==> src/rtl/fws_pkg.sv <==
package fws_pkg;
  localparam int STAT_W = 8;
  localparam int KIND_W = 2;
  localparam int B_READY = 7;
  localparam int B_ESUSP = 6;
  localparam int B_ERRE  = 5;
  localparam int B_ERRP  = 4;
  localparam int B_LOWV  = 3;
  localparam int B_PSUSP = 2;
  localparam int B_PROT  = 1;

  typedef enum logic [KIND_W-1:0] {
    K_ERASE = 2'd0,
    K_PROG  = 2'd1,
    K_LSET  = 2'd2,
    K_LCLR  = 2'd3
  } fws_kind_e;

  typedef enum logic [1:0] {
    S_IDLE = 2'd0,
    S_RUN  = 2'd1,
    S_HOLD = 2'd2
  } fws_state_e;

  typedef struct packed {
    logic erre;
    logic errp;
    logic lowv;
    logic prot;
  } fws_err_t;

  function automatic logic is_cfg(fws_kind_e k);
    return (k == K_LSET) || (k == K_LCLR);
  endfunction

  function automatic logic erase_class(fws_kind_e k);
    return (k == K_ERASE) || (k == K_LCLR);
  endfunction

  function automatic fws_err_t class_bit(fws_kind_e k);
    fws_err_t e;
    e = '0;
    if (erase_class(k)) e.erre = 1'b1;
    else                e.errp = 1'b1;
    return e;
  endfunction
endpackage

==> src/rtl/fws_gate.sv <==
module fws_gate
  import fws_pkg::*;
(
  input  logic      admit,
  input  fws_kind_e kind,
  input  logic      seq_err,
  input  logic      lock_master,
  input  logic      lock_block,
  input  logic      lock_pin,
  input  logic      supply_ok,
  output logic      go,
  output fws_err_t  err,
  output logic      abort
);
  logic blocked;

  always_comb begin
    blocked = is_cfg(kind) ? (lock_master | lock_pin) : (lock_block | lock_pin);
    go    = 1'b0;
    err   = '0;
    abort = 1'b0;
    if (admit) begin
      if (seq_err) begin
        err.erre = 1'b1;
        err.errp = 1'b1;
      end else if (blocked) begin
        err      = class_bit(kind);
        err.prot = 1'b1;
        abort    = 1'b1;
      end else if (!supply_ok) begin
        err      = class_bit(kind);
        err.lowv = 1'b1;
        abort    = 1'b1;
      end else begin
        go = 1'b1;
      end
    end
  end
endmodule

==> src/rtl/fws_seq.sv <==
module fws_seq
  import fws_pkg::*;
(
  input  logic      clk,
  input  logic      rst,
  input  logic      go,
  input  fws_kind_e go_kind,
  input  logic      done,
  input  logic      suspend_req,
  input  logic      resume_req,
  output logic      idle,
  output logic      run,
  output logic      hold_erase,
  output logic      hold_prog,
  output fws_kind_e cur_kind,
  output logic      fin
);
  fws_state_e st_q, st_d;
  fws_kind_e  kind_q, kind_d;
  logic       susp_ok;

  always_comb begin
    st_d    = st_q;
    kind_d  = kind_q;
    fin     = 1'b0;
    susp_ok = (kind_q == K_ERASE) || (kind_q == K_PROG);
    unique case (st_q)
      S_IDLE: if (go) begin
        st_d   = S_RUN;
        kind_d = go_kind;
      end
      S_RUN: begin
        if (done) begin
          st_d = S_IDLE;
          fin  = 1'b1;
        end else if (suspend_req && susp_ok) begin
          st_d = S_HOLD;
        end
      end
      S_HOLD: if (resume_req) st_d = S_RUN;
      default: st_d = S_IDLE;
    endcase
  end

  always_ff @(posedge clk) begin
    if (rst) begin
      st_q   <= S_IDLE;
      kind_q <= K_ERASE;
    end else begin
      st_q   <= st_d;
      kind_q <= kind_d;
    end
  end

  assign idle       = (st_q == S_IDLE);
  assign run        = (st_q == S_RUN);
  assign hold_erase = (st_q == S_HOLD) && (kind_q == K_ERASE);
  assign hold_prog  = (st_q == S_HOLD) && (kind_q == K_PROG);
  assign cur_kind   = kind_q;

  assert_resume_runs_R11: assert property (@(posedge clk) disable iff (rst)
    (st_q == S_HOLD && resume_req) |=> (st_q == S_RUN));

  assert_cfg_no_suspend_R10: assert property (@(posedge clk) disable iff (rst)
    (st_q == S_RUN && is_cfg(kind_q) && !done) |=> (st_q == S_RUN));

  assert_hold_from_run_R9: assert property (@(posedge clk) disable iff (rst)
    (st_q == S_HOLD) |-> ($past(st_q) == S_RUN || $past(st_q) == S_HOLD));
endmodule

==> src/rtl/fws_flags.sv <==
module fws_flags
  import fws_pkg::*;
(
  input  logic     clk,
  input  logic     rst,
  input  logic     clr_en,
  input  logic     running,
  input  logic     fin,
  input  fws_err_t set_start,
  input  fws_err_t set_fin,
  output fws_err_t flags
);
  fws_err_t flags_q, base;

  always_comb begin
    base = clr_en ? '0 : flags_q;
  end

  always_ff @(posedge clk) begin
    if (rst) flags_q <= '0;
    else     flags_q <= base | set_start | set_fin;
  end

  assign flags = flags_q;

  assert_sticky_while_busy_R12: assert property (@(posedge clk) disable iff (rst)
    (running && !fin) |=> $stable(flags_q));

  assert_clear_only_ready_R12: assert property (@(posedge clk) disable iff (rst)
    (flags_q != '0 && running) |=> (flags_q != '0));
endmodule

==> src/rtl/fws_status_top.sv <==
module fws_status_top
  import fws_pkg::*;
(
  input  logic              clk,
  input  logic              rst,
  input  logic              op_start,
  input  logic [KIND_W-1:0] op_kind,
  input  logic              seq_err,
  input  logic              lock_master,
  input  logic              lock_block,
  input  logic              lock_pin,
  input  logic              supply_ok,
  input  logic              op_done,
  input  logic              op_fail,
  input  logic              suspend_req,
  input  logic              resume_req,
  input  logic              clear_req,
  output logic [STAT_W-1:0] status,
  output logic              ready,
  output logic              abort
);
  fws_kind_e kind_in, cur_kind;
  logic      idle, run, hold_e, hold_p, fin;
  logic      go, start_abort, fin_abort, abort_q;
  fws_err_t  start_err, fin_err, flags;

  assign kind_in = fws_kind_e'(op_kind);

  fws_gate u_gate (
    .admit(op_start && idle), .kind(kind_in), .seq_err(seq_err),
    .lock_master(lock_master), .lock_block(lock_block), .lock_pin(lock_pin),
    .supply_ok(supply_ok), .go(go), .err(start_err), .abort(start_abort)
  );

  fws_seq u_seq (
    .clk(clk), .rst(rst), .go(go), .go_kind(kind_in), .done(op_done),
    .suspend_req(suspend_req), .resume_req(resume_req), .idle(idle), .run(run),
    .hold_erase(hold_e), .hold_prog(hold_p), .cur_kind(cur_kind), .fin(fin)
  );

  always_comb begin
    fin_err   = '0;
    fin_abort = 1'b0;
    if (fin) begin
      if (!supply_ok) begin
        fin_err      = class_bit(cur_kind);
        fin_err.lowv = 1'b1;
        fin_abort    = 1'b1;
      end else if (op_fail) begin
        fin_err = class_bit(cur_kind);
      end
    end
  end

  fws_flags u_flags (
    .clk(clk), .rst(rst), .clr_en(clear_req && !run), .running(run), .fin(fin),
    .set_start(start_err), .set_fin(fin_err), .flags(flags)
  );

  always_ff @(posedge clk) begin
    if (rst) abort_q <= 1'b0;
    else     abort_q <= start_abort | fin_abort;
  end

  always_comb begin
    status = '0;
    if (!run) begin
      status[B_READY] = 1'b1;
      status[B_ESUSP] = hold_e;
      status[B_ERRE]  = flags.erre;
      status[B_ERRP]  = flags.errp;
      status[B_LOWV]  = flags.lowv;
      status[B_PSUSP] = hold_p;
      status[B_PROT]  = flags.prot;
    end
  end

  assign ready = !run;
  assign abort = abort_q;

  assert_abort_when_ready_R7: assert property (@(posedge clk) disable iff (rst)
    abort |-> ready);

  assert_busy_from_request_R2: assert property (@(posedge clk) disable iff (rst)
    $fell(ready) |-> $past(op_start || resume_req));

  assert_single_suspend_R9: assert property (@(posedge clk) disable iff (rst)
    $onehot0({status[B_ESUSP], status[B_PSUSP]}));
endmodule

==> config.mk <==
export PLATFORM = sky130hd
export DESIGN_NAME = fws_status_top
export DESIGN_NICKNAME = d
export VERILOG_FILES = /design/src/rtl/fws_pkg.sv /design/src/rtl/fws_gate.sv /design/src/rtl/fws_seq.sv /design/src/rtl/fws_flags.sv /design/src/rtl/fws_status_top.sv
export SDC_FILE = /design/constraint.sdc
export NUM_CORES = 1
export LEC_CHECK = 0
export BUFFER_PORTS_ARGS = -buffer_cell sky130_fd_sc_hd__buf_2
export CORE_MARGIN = 8
export CORE_UTILIZATION = 49
export DETAILED_ROUTE_END_ITERATION = 10
export PLACE_DENSITY_LB_ADDON = 0.3
export SLEW_MARGIN = 25
export SYNTH_ARGS = -nofsm -noshare
export SYNTH_HDL_FRONTEND = slang
export SYNTH_SLANG_ARGS = --single-unit
==> constraint.sdc <==
create_clock -name clk -period 2.66 [get_ports clk]
set_clock_uncertainty 0.05 [all_clocks]
set_input_delay 0.399 -clock clk [delete_from_list [all_inputs] [get_ports clk]]
set_output_delay 0.399 -clock clk [all_outputs]
set_load 0.02 [all_outputs]
==> results.sh, run 1 <==
export IMPL_postRouteWirelength_um=1555
export IMPL_die_area_um2=2706
export IMPL_crit_required_ns=2.21
export IMPL_tns_ns=0
export IMPL_status="finished, final reports clean"
export IMPL_nNetsFinal=119
export IMPL_synthFlopType="dfxtp_1"
export IMPL_async_reset_ff_share_pct=0
export IMPL_numPortBuffers=23
export IMPL_sequentialPowerShare_pct=44.6
export IMPL_ios=25
export IMPL_fin_ws_ns=0.7842
export IMPL_cts_tree="yes"
export IMPL_hold_class="in2reg"
export IMPL_r2r_start="u_seq.st_q[0]"
export IMPL_gp_congestion=0.7332
export IMPL_synth_nets=94
export IMPL_cts_reportedPaths_clkPinSlew_ns=0.07
export IMPL_critPathSlowestCell="dfxtp_1"
export IMPL_yosysTopAreaCellShare_pct=28.35
export IMPL_ir_drop_mv=0.3085
export IMPL_powerDensity_nw_per_um2=410.9
export IMPL_synth_top_cells_by_area="dfxtp_1, ha_1, and2_1"
export IMPL_clk_latency_ns=0.27
export IMPL_die_w_um=52.02
export IMPL_p_clk_share_pct=35.0
export IMPL_ys_types=35
export IMPL_drt_antenna_violating_nets=0
export IMPL_seq_area_frac_synth_pct=28.35
export IMPL_place_hpwl_um=1244
export IMPL_critical_path_cell_chain="and2b_1 > inv_1 > and2_1 > buf_2"
export IMPL_internal_power_mw=0.2263
export IMPL_grt_ovfl_total=0
export IMPL_cp_max_fo=7
export IMPL_core_region_area_um2=1252
export IMPL_worst_pin_slew_ns=0.7561
export IMPL_cap_violations=0
export IMPL_clock_path_buffers=2
export IMPL_endpoint_kind="output port"
export IMPL_hold_path_endpoint="u_seq.st_q[1]"
export IMPL_hold_violations=0
export IMPL_combinationalPowerShare_pct=20.5
export IMPL_ys_seq_elements=9
export IMPL_wl_per_cell_um=13.64
export IMPL_synth_edff_count=0
export IMPL_cts_made_buffers=3
export IMPL_yosys_area_top_type="dfxtp_1"
export IMPL_syn_inst=75
export IMPL_slowest_delay_ns=0.43
export IMPL_finalSetupViolations=0
export IMPL_routed_via_density=5.526
export IMPL_clock_sinks=9
export IMPL_cp_arrival_ns=1.43
export IMPL_layout_min_cycle_time_ns=1.876
export IMPL_leakage_nw=0.3285
export IMPL_start_kind="flop"
export IMPL_path_class="reg2out"
export IMPL_grt_max_degree=10
export IMPL_swShare_pct=29.13
export IMPL_grt_pass1_wl_um=2587
export IMPL_p_total_mw=0.3193
export IMPL_area_growth_pct=22.24
export IMPL_drcViolationCount=0
export IMPL_r2r_end="u_seq.cur_kind[1]"
export IMPL_postCtsSetupBuffers=0
export IMPL_timing_final_crit_share_pct=70.52
export IMPL_final_util_pct=62.04
export IMPL_firstDrtPassIters=4
export IMPL_whs_ns=0.3552
export IMPL_syn_avg_cell_area_um2=8.475
export IMPL_yosys_warnings=0
export IMPL_min_path_cells=3
export IMPL_drive_gt1_share_pct=30.30
export IMPL_r2r_slack_ns=1.05
export IMPL_worstHoldStart="resume_req"
export IMPL_grt_pass1_vias=610
export IMPL_grt_usage_pct=12.51
export IMPL_num_fill_cells=121
export IMPL_vias=630
export IMPL_cts_resized=0
export IMPL_start_util_pct=50.75
export IMPL_preCtsSetupSlack_ns=0.7863
export IMPL_ctsHoldBuffers=0
export IMPL_row_count=13
export IMPL_drt_iter0_markers=4
export IMPL_reg2reg_depth=3
export IMPL_rsz0062_at_grt="no"
export IMPL_switchingPower_mw=0.09301
export IMPL_fmax_ghz=0.5331
export IMPL_ys_top_cells_by_count="dfxtp_1, inv_1, a21oi_1, and2_1, o21ai_0"
export IMPL_slew_viol_final=0
export IMPL_max_slew_margin_pct=48.88
export IMPL_n_antenna_cell=0
export IMPL_antenna_found_initial=0
export IMPL_synth_most_common_cell="dfxtp_1"
export IMPL_h_tree_depth=1
export IMPL_cts_root_buf="clkbuf_4"
export IMPL_die_h_um=52.02
export IMPL_syn_cell_area_um2=635.6
[registers in the layout, summed over array words and instances, names as in the netlist]
signal	cells
u_seq.st_q	2
u_flags.flags	4
u_seq.cur_kind	2
abort	1
[per-stage QoR]
step,instances,area (µm²)
after global routing,114,777.0
final,114,777.0
after floorplan,75,635.6
after detailed placement,110,750.7
after CTS,114,777.0
after global placement,110,750.7
[layer usage]
layer	GRT usage, %	vias to the layer above	part of all wire [%]
li1	-	327	-
met1	13.11	282	41
met2	21.60	19	51
met3	5.698	2	7.7
met4	3.982	0	0.84
met5	0	-	0
[cell families after synthesis]
family / after synthesis / share of synthesized area [%]
fa+ha+maj: 4 / 7.874
other cells: 1 / 0.5900
simple gates: 25 / 27.76
buf+inv: 10 / 7.086
flops: 9 / 28.35
compound gates: 26 / 28.35
[power by group through the flow]
| stage | Combinational [mW] | Clock [mW] | Sequential (mW) |
|---|---|---|---|
| final | 0.0653 | 0.112 | 0.142 |
| after global placement | 0.0639 | 0 | 0.145 |
| after detailed placement | 0.0648 | 0 | 0.145 |
| after global routing | 0.0727 | 0.121 | 0.143 |
| after CTS | 0.0653 | 0.115 | 0.142 |
| after floorplan | 0.0408 | 0 | 0.146 |
[placed cells by master (no fill, tap or decap), drive strengths merged]
| cell | count |
|---|---|
| o41ai | 2 |
| nor2b | 2 |
| a21oi | 6 |
| or4b | 1 |
| buf | 23 |
| a41oi | 2 |
| nor3b | 2 |
| conb | 1 |
| o2111ai | 2 |
| nor3 | 1 |
| o21a | 1 |
| nand2b | 3 |
| o21ba | 1 |
| and2 | 6 |
| ha | 4 |
| o311ai | 2 |
| or2 | 1 |
| nand4 | 1 |
| o21ai | 5 |
| a21o | 1 |
| dfxtp | 9 |
| a31oi | 1 |
| nor4b | 1 |
| o31ai | 1 |
| nor2 | 1 |
| or4 | 1 |
| or3b | 1 |
| a32oi | 1 |
| nand3b | 1 |
| or3 | 1 |
| o211ai | 1 |
| clkbuf | 4 |
| and2b | 1 |
| or4bb | 1 |
| inv | 7 |
[critical path: cells and delay by family (launching register included)]
family | cells | cell delay [ns]
DFF | 1 | 0.43
and+or+nand+nor | 2 | 0.42
buffers and inverters | 2 | 0.31
[final cells by class]
cell class / count / area [µm²] / area share [%]
Multi-Input combinational cell: 56 / 410.4 / 52.82
Tap cell: 15 / 18.77 / 2.415
Sequential cell: 9 / 180.2 / 23.19
Timing Repair Buffer: 23 / 115.1 / 14.81
Clock buffer: 4 / 26.28 / 3.382
Inverter: 7 / 26.28 / 3.382
[how the worst max path moves through the flow]
stage,from,slack [ns],cells after the start,to
after floorplan,op_kind[0],1.05,5,u_seq.st_q[0]
after global placement,op_kind[0],0.86,6,u_flags.flags[2]
after detailed placement,op_kind[0],0.79,6,u_flags.flags[2]
after CTS,u_seq.st_q[1],0.76,4,status[1]
after global routing,u_seq.st_q[1],0.65,4,status[1]
final,u_seq.st_q[1],0.78,4,status[1]
Power figures use the tool's default switching activity.
==> run 2, diff against run 1 <==
--- a/config.mk
+++ b/config.mk
@@ -5,9 +5,10 @@
 export SDC_FILE = /design/constraint.sdc
 export NUM_CORES = 1
 export LEC_CHECK = 0
+export ABC_AREA = 1
 export BUFFER_PORTS_ARGS = -buffer_cell sky130_fd_sc_hd__buf_2
 export CORE_MARGIN = 8
-export CORE_UTILIZATION = 49
+export CORE_UTILIZATION = 41
 export DETAILED_ROUTE_END_ITERATION = 10
 export PLACE_DENSITY_LB_ADDON = 0.3
 export SLEW_MARGIN = 25
==> constraint.sdc (replaced) <==
create_clock -name clk -period 1.6 [get_ports clk]
set_clock_uncertainty 0.05 [all_clocks]
set_input_delay 0.24 -clock clk [delete_from_list [all_inputs] [get_ports clk]]
set_output_delay 0.24 -clock clk [all_outputs]
set_load 0.02 [all_outputs]
==> results.sh, run 2 <==
export IMPL_postRouteWirelength_um=1457
export IMPL_clk_latency_ns=0.26
export IMPL_n_antenna_cell=0
export IMPL_drive_gt1_share_pct=31.90
export IMPL_die_h_um=55.06
export IMPL_numPortBuffers=23
export IMPL_switchingPower_mw=0.1709
export IMPL_crit_required_ns=1.31
export IMPL_seq_area_frac_synth_pct=28.80
export IMPL_regArea_um2=180.2
export IMPL_yosys_area_top_type="dfxtp_1"
export IMPL_cap_violations=0
export IMPL_cts_tree="yes"
export IMPL_leakage_nw=0.3762
export IMPL_grt_usage_pct=10.82
export IMPL_ys_seq_elements=9
export IMPL_synth_most_common_cell="inv_1"
export IMPL_postCtsSetupBuffers=0
export IMPL_die_area_um2=3032
export IMPL_critPathSlowestCell="dfxtp_1"
export IMPL_powerDensity_nw_per_um2=715.5
export IMPL_critical_path_cell_chain="inv_1 > nor2_4 > inv_2 > buf_2"
export IMPL_start_kind="flop"
export IMPL_grt_max_degree=9
export IMPL_start_util_pct=42.52
export IMPL_rsz0062_at_grt="no"
export IMPL_die_w_um=55.06
export IMPL_min_path_cells=2
export IMPL_reg2reg_depth=6
export IMPL_place_hpwl_um=1256
export IMPL_layout_commonest_cell="buf_2"
export IMPL_largest_register_ffs=4
export IMPL_routed_via_density=4.720
export IMPL_syn_cell_area_um2=625.6
export IMPL_row_count=14
export IMPL_num_fill_cells=156
export IMPL_wl_per_cell_um=11.04
export IMPL_synth_top_cells_by_area="dfxtp_1, inv_1, ha_1"
export IMPL_clock_sinks=9
export IMPL_fin_ws_ns=0.1769
export IMPL_syn_avg_cell_area_um2=6.800
export IMPL_status="finished, final reports clean"
export IMPL_multiInputGateArea_um2=355.3
export IMPL_internal_power_mw=0.3788
export IMPL_yosys_warnings=0
export IMPL_ir_drop_mv=0.2778
export IMPL_grt_ovfl_total=0
export IMPL_timing_final_crit_share_pct=88.94
export IMPL_grt_pass1_wl_um=2490
export IMPL_path_class="reg2out"
export IMPL_slew_viol_final=0
export IMPL_h_tree_depth=1
export IMPL_cts_made_buffers=3
export IMPL_antenna_found_initial=0
export IMPL_firstDrtPassIters=4
export IMPL_synthFlopType="dfxtp_1"
export IMPL_clock_path_buffers=2
export IMPL_cts_root_buf="clkbuf_4"
export IMPL_whs_ns=0.1964
export IMPL_area_growth_pct=22.80
export IMPL_synth_edff_count=0
export IMPL_place_inst=128
export IMPL_core_region_area_um2=1471
export IMPL_endpoint_kind="output port"
export IMPL_ys_types=22
export IMPL_ctsHoldBuffers=0
export IMPL_fmax_ghz=0.7027
export IMPL_sequentialPowerShare_pct=43.6
export IMPL_final_util_pct=52.21
export IMPL_gp_congestion=0.7437
export IMPL_drt_antenna_violating_nets=0
export IMPL_cts_resized=0
export IMPL_instances_no_fill=132
export IMPL_layout_common_cells="buf_2, inv_1, nand2_1"
export IMPL_layout_min_cycle_time_ns=1.423
export IMPL_tns_ns=0
export IMPL_hold_class="in2reg"
export IMPL_drt_iter0_markers=8
export IMPL_cp_max_fo=7
export IMPL_combinationalPowerShare_pct=23.4
export IMPL_p_clk_share_pct=33.0
export IMPL_nNetsFinal=136
export IMPL_yosysTopAreaCellShare_pct=28.80
export IMPL_grt_pass1_vias=598
export IMPL_ys_top_cells_by_count="inv_1, nand2_1, nor2_1"
export IMPL_async_reset_ff_share_pct=0
export IMPL_vias=623
export IMPL_cts_reportedPaths_clkPinSlew_ns=0.07
export IMPL_ios=25
export IMPL_preCtsSetupSlack_ns=0.1572
export IMPL_cp_arrival_ns=1.13
export IMPL_slowest_delay_ns=0.34
export IMPL_drcViolationCount=0
export IMPL_swShare_pct=31.09
export IMPL_finalSetupViolations=0
export IMPL_hold_violations=0
export IMPL_syn_inst=92
export IMPL_synth_nets=111
## run 2: cell count changes after synthesis, moves of 3 or more
| cell | change |
|---|---|
| nor2_4 | +3 |
| nand2_1 | +12 |
| and2_1 | -6 |
| o21ai_0 | -3 |
| o21ai_1 | +4 |
| nor2_1 | +10 |
| nand2b_1 | -3 |
| nand3_1 | +5 |
| inv_1 | +11 |
## run 2: power by group through the flow
stage               Combinational, mW  Clock, mW  Sequential [mW]
floorplan                      0.0869          0            0.245
CTS                             0.129      0.183            0.240
finish                          0.129      0.181            0.240
global placement                0.127          0            0.244
global route                    0.144      0.201            0.241
detailed placement              0.129          0            0.245
## run 2: final timing paths
kind	to	from	slack (ns)
worst min-delay path	u_seq.st_q[1]	rst	0.20
worst max register to register	u_seq.st_q[0]	u_seq.cur_kind[0]	0.31
worst min register to register	u_flags.flags[0]	u_flags.flags[0]	0.42
worst max-delay path	ready	u_seq.st_q[0]	0.18
## run 2: layer usage
metal  track usage [%]  routed length, µm
met1             13.02                646
met2             17.91                721
met3             2.406                 89
met4             4.800                  0
met5                 0                  0
## run 2: logic make-up (layout without fill, tap and decap cells)
logic type	count (synthesis)	after routing	share of synthesized area, %
AOI/OAI and AO/OA	18	18	16.20
adders and majority gates	4	4	8.000
buffers and inverters	22	46	14.40
DFF	9	9	28.80
other	1	1	0.5994
and+or+nand+nor	38	38	32.00
## run 2: cell type report
| type | count | share of cell area [%] |
|---|---|---|
| sequential | 9 | 23.45 |
| timing repair buffer | 23 | 14.98 |
| clock buffer | 4 | 3.420 |
| inverter | 19 | 9.283 |
| multi-input combinational | 61 | 46.25 |
| tap | 16 | 2.606 |
## run 2: worst max-delay path: cells and delay by family (launching register included)
kind / cells / cell delay, ns
flops: 1 / 0.34
buf+inv: 3 / 0.34
simple gates: 1 / 0.19
## run 2: through the flow
step,instance area (µm²),power [mW]
after CTS,768.2,0.5522
after global routing,768.2,0.5866
after global placement,742.0,0.3712
after floorplan,625.6,0.3322
after detailed placement,742.0,0.3740
final,768.2,0.5497
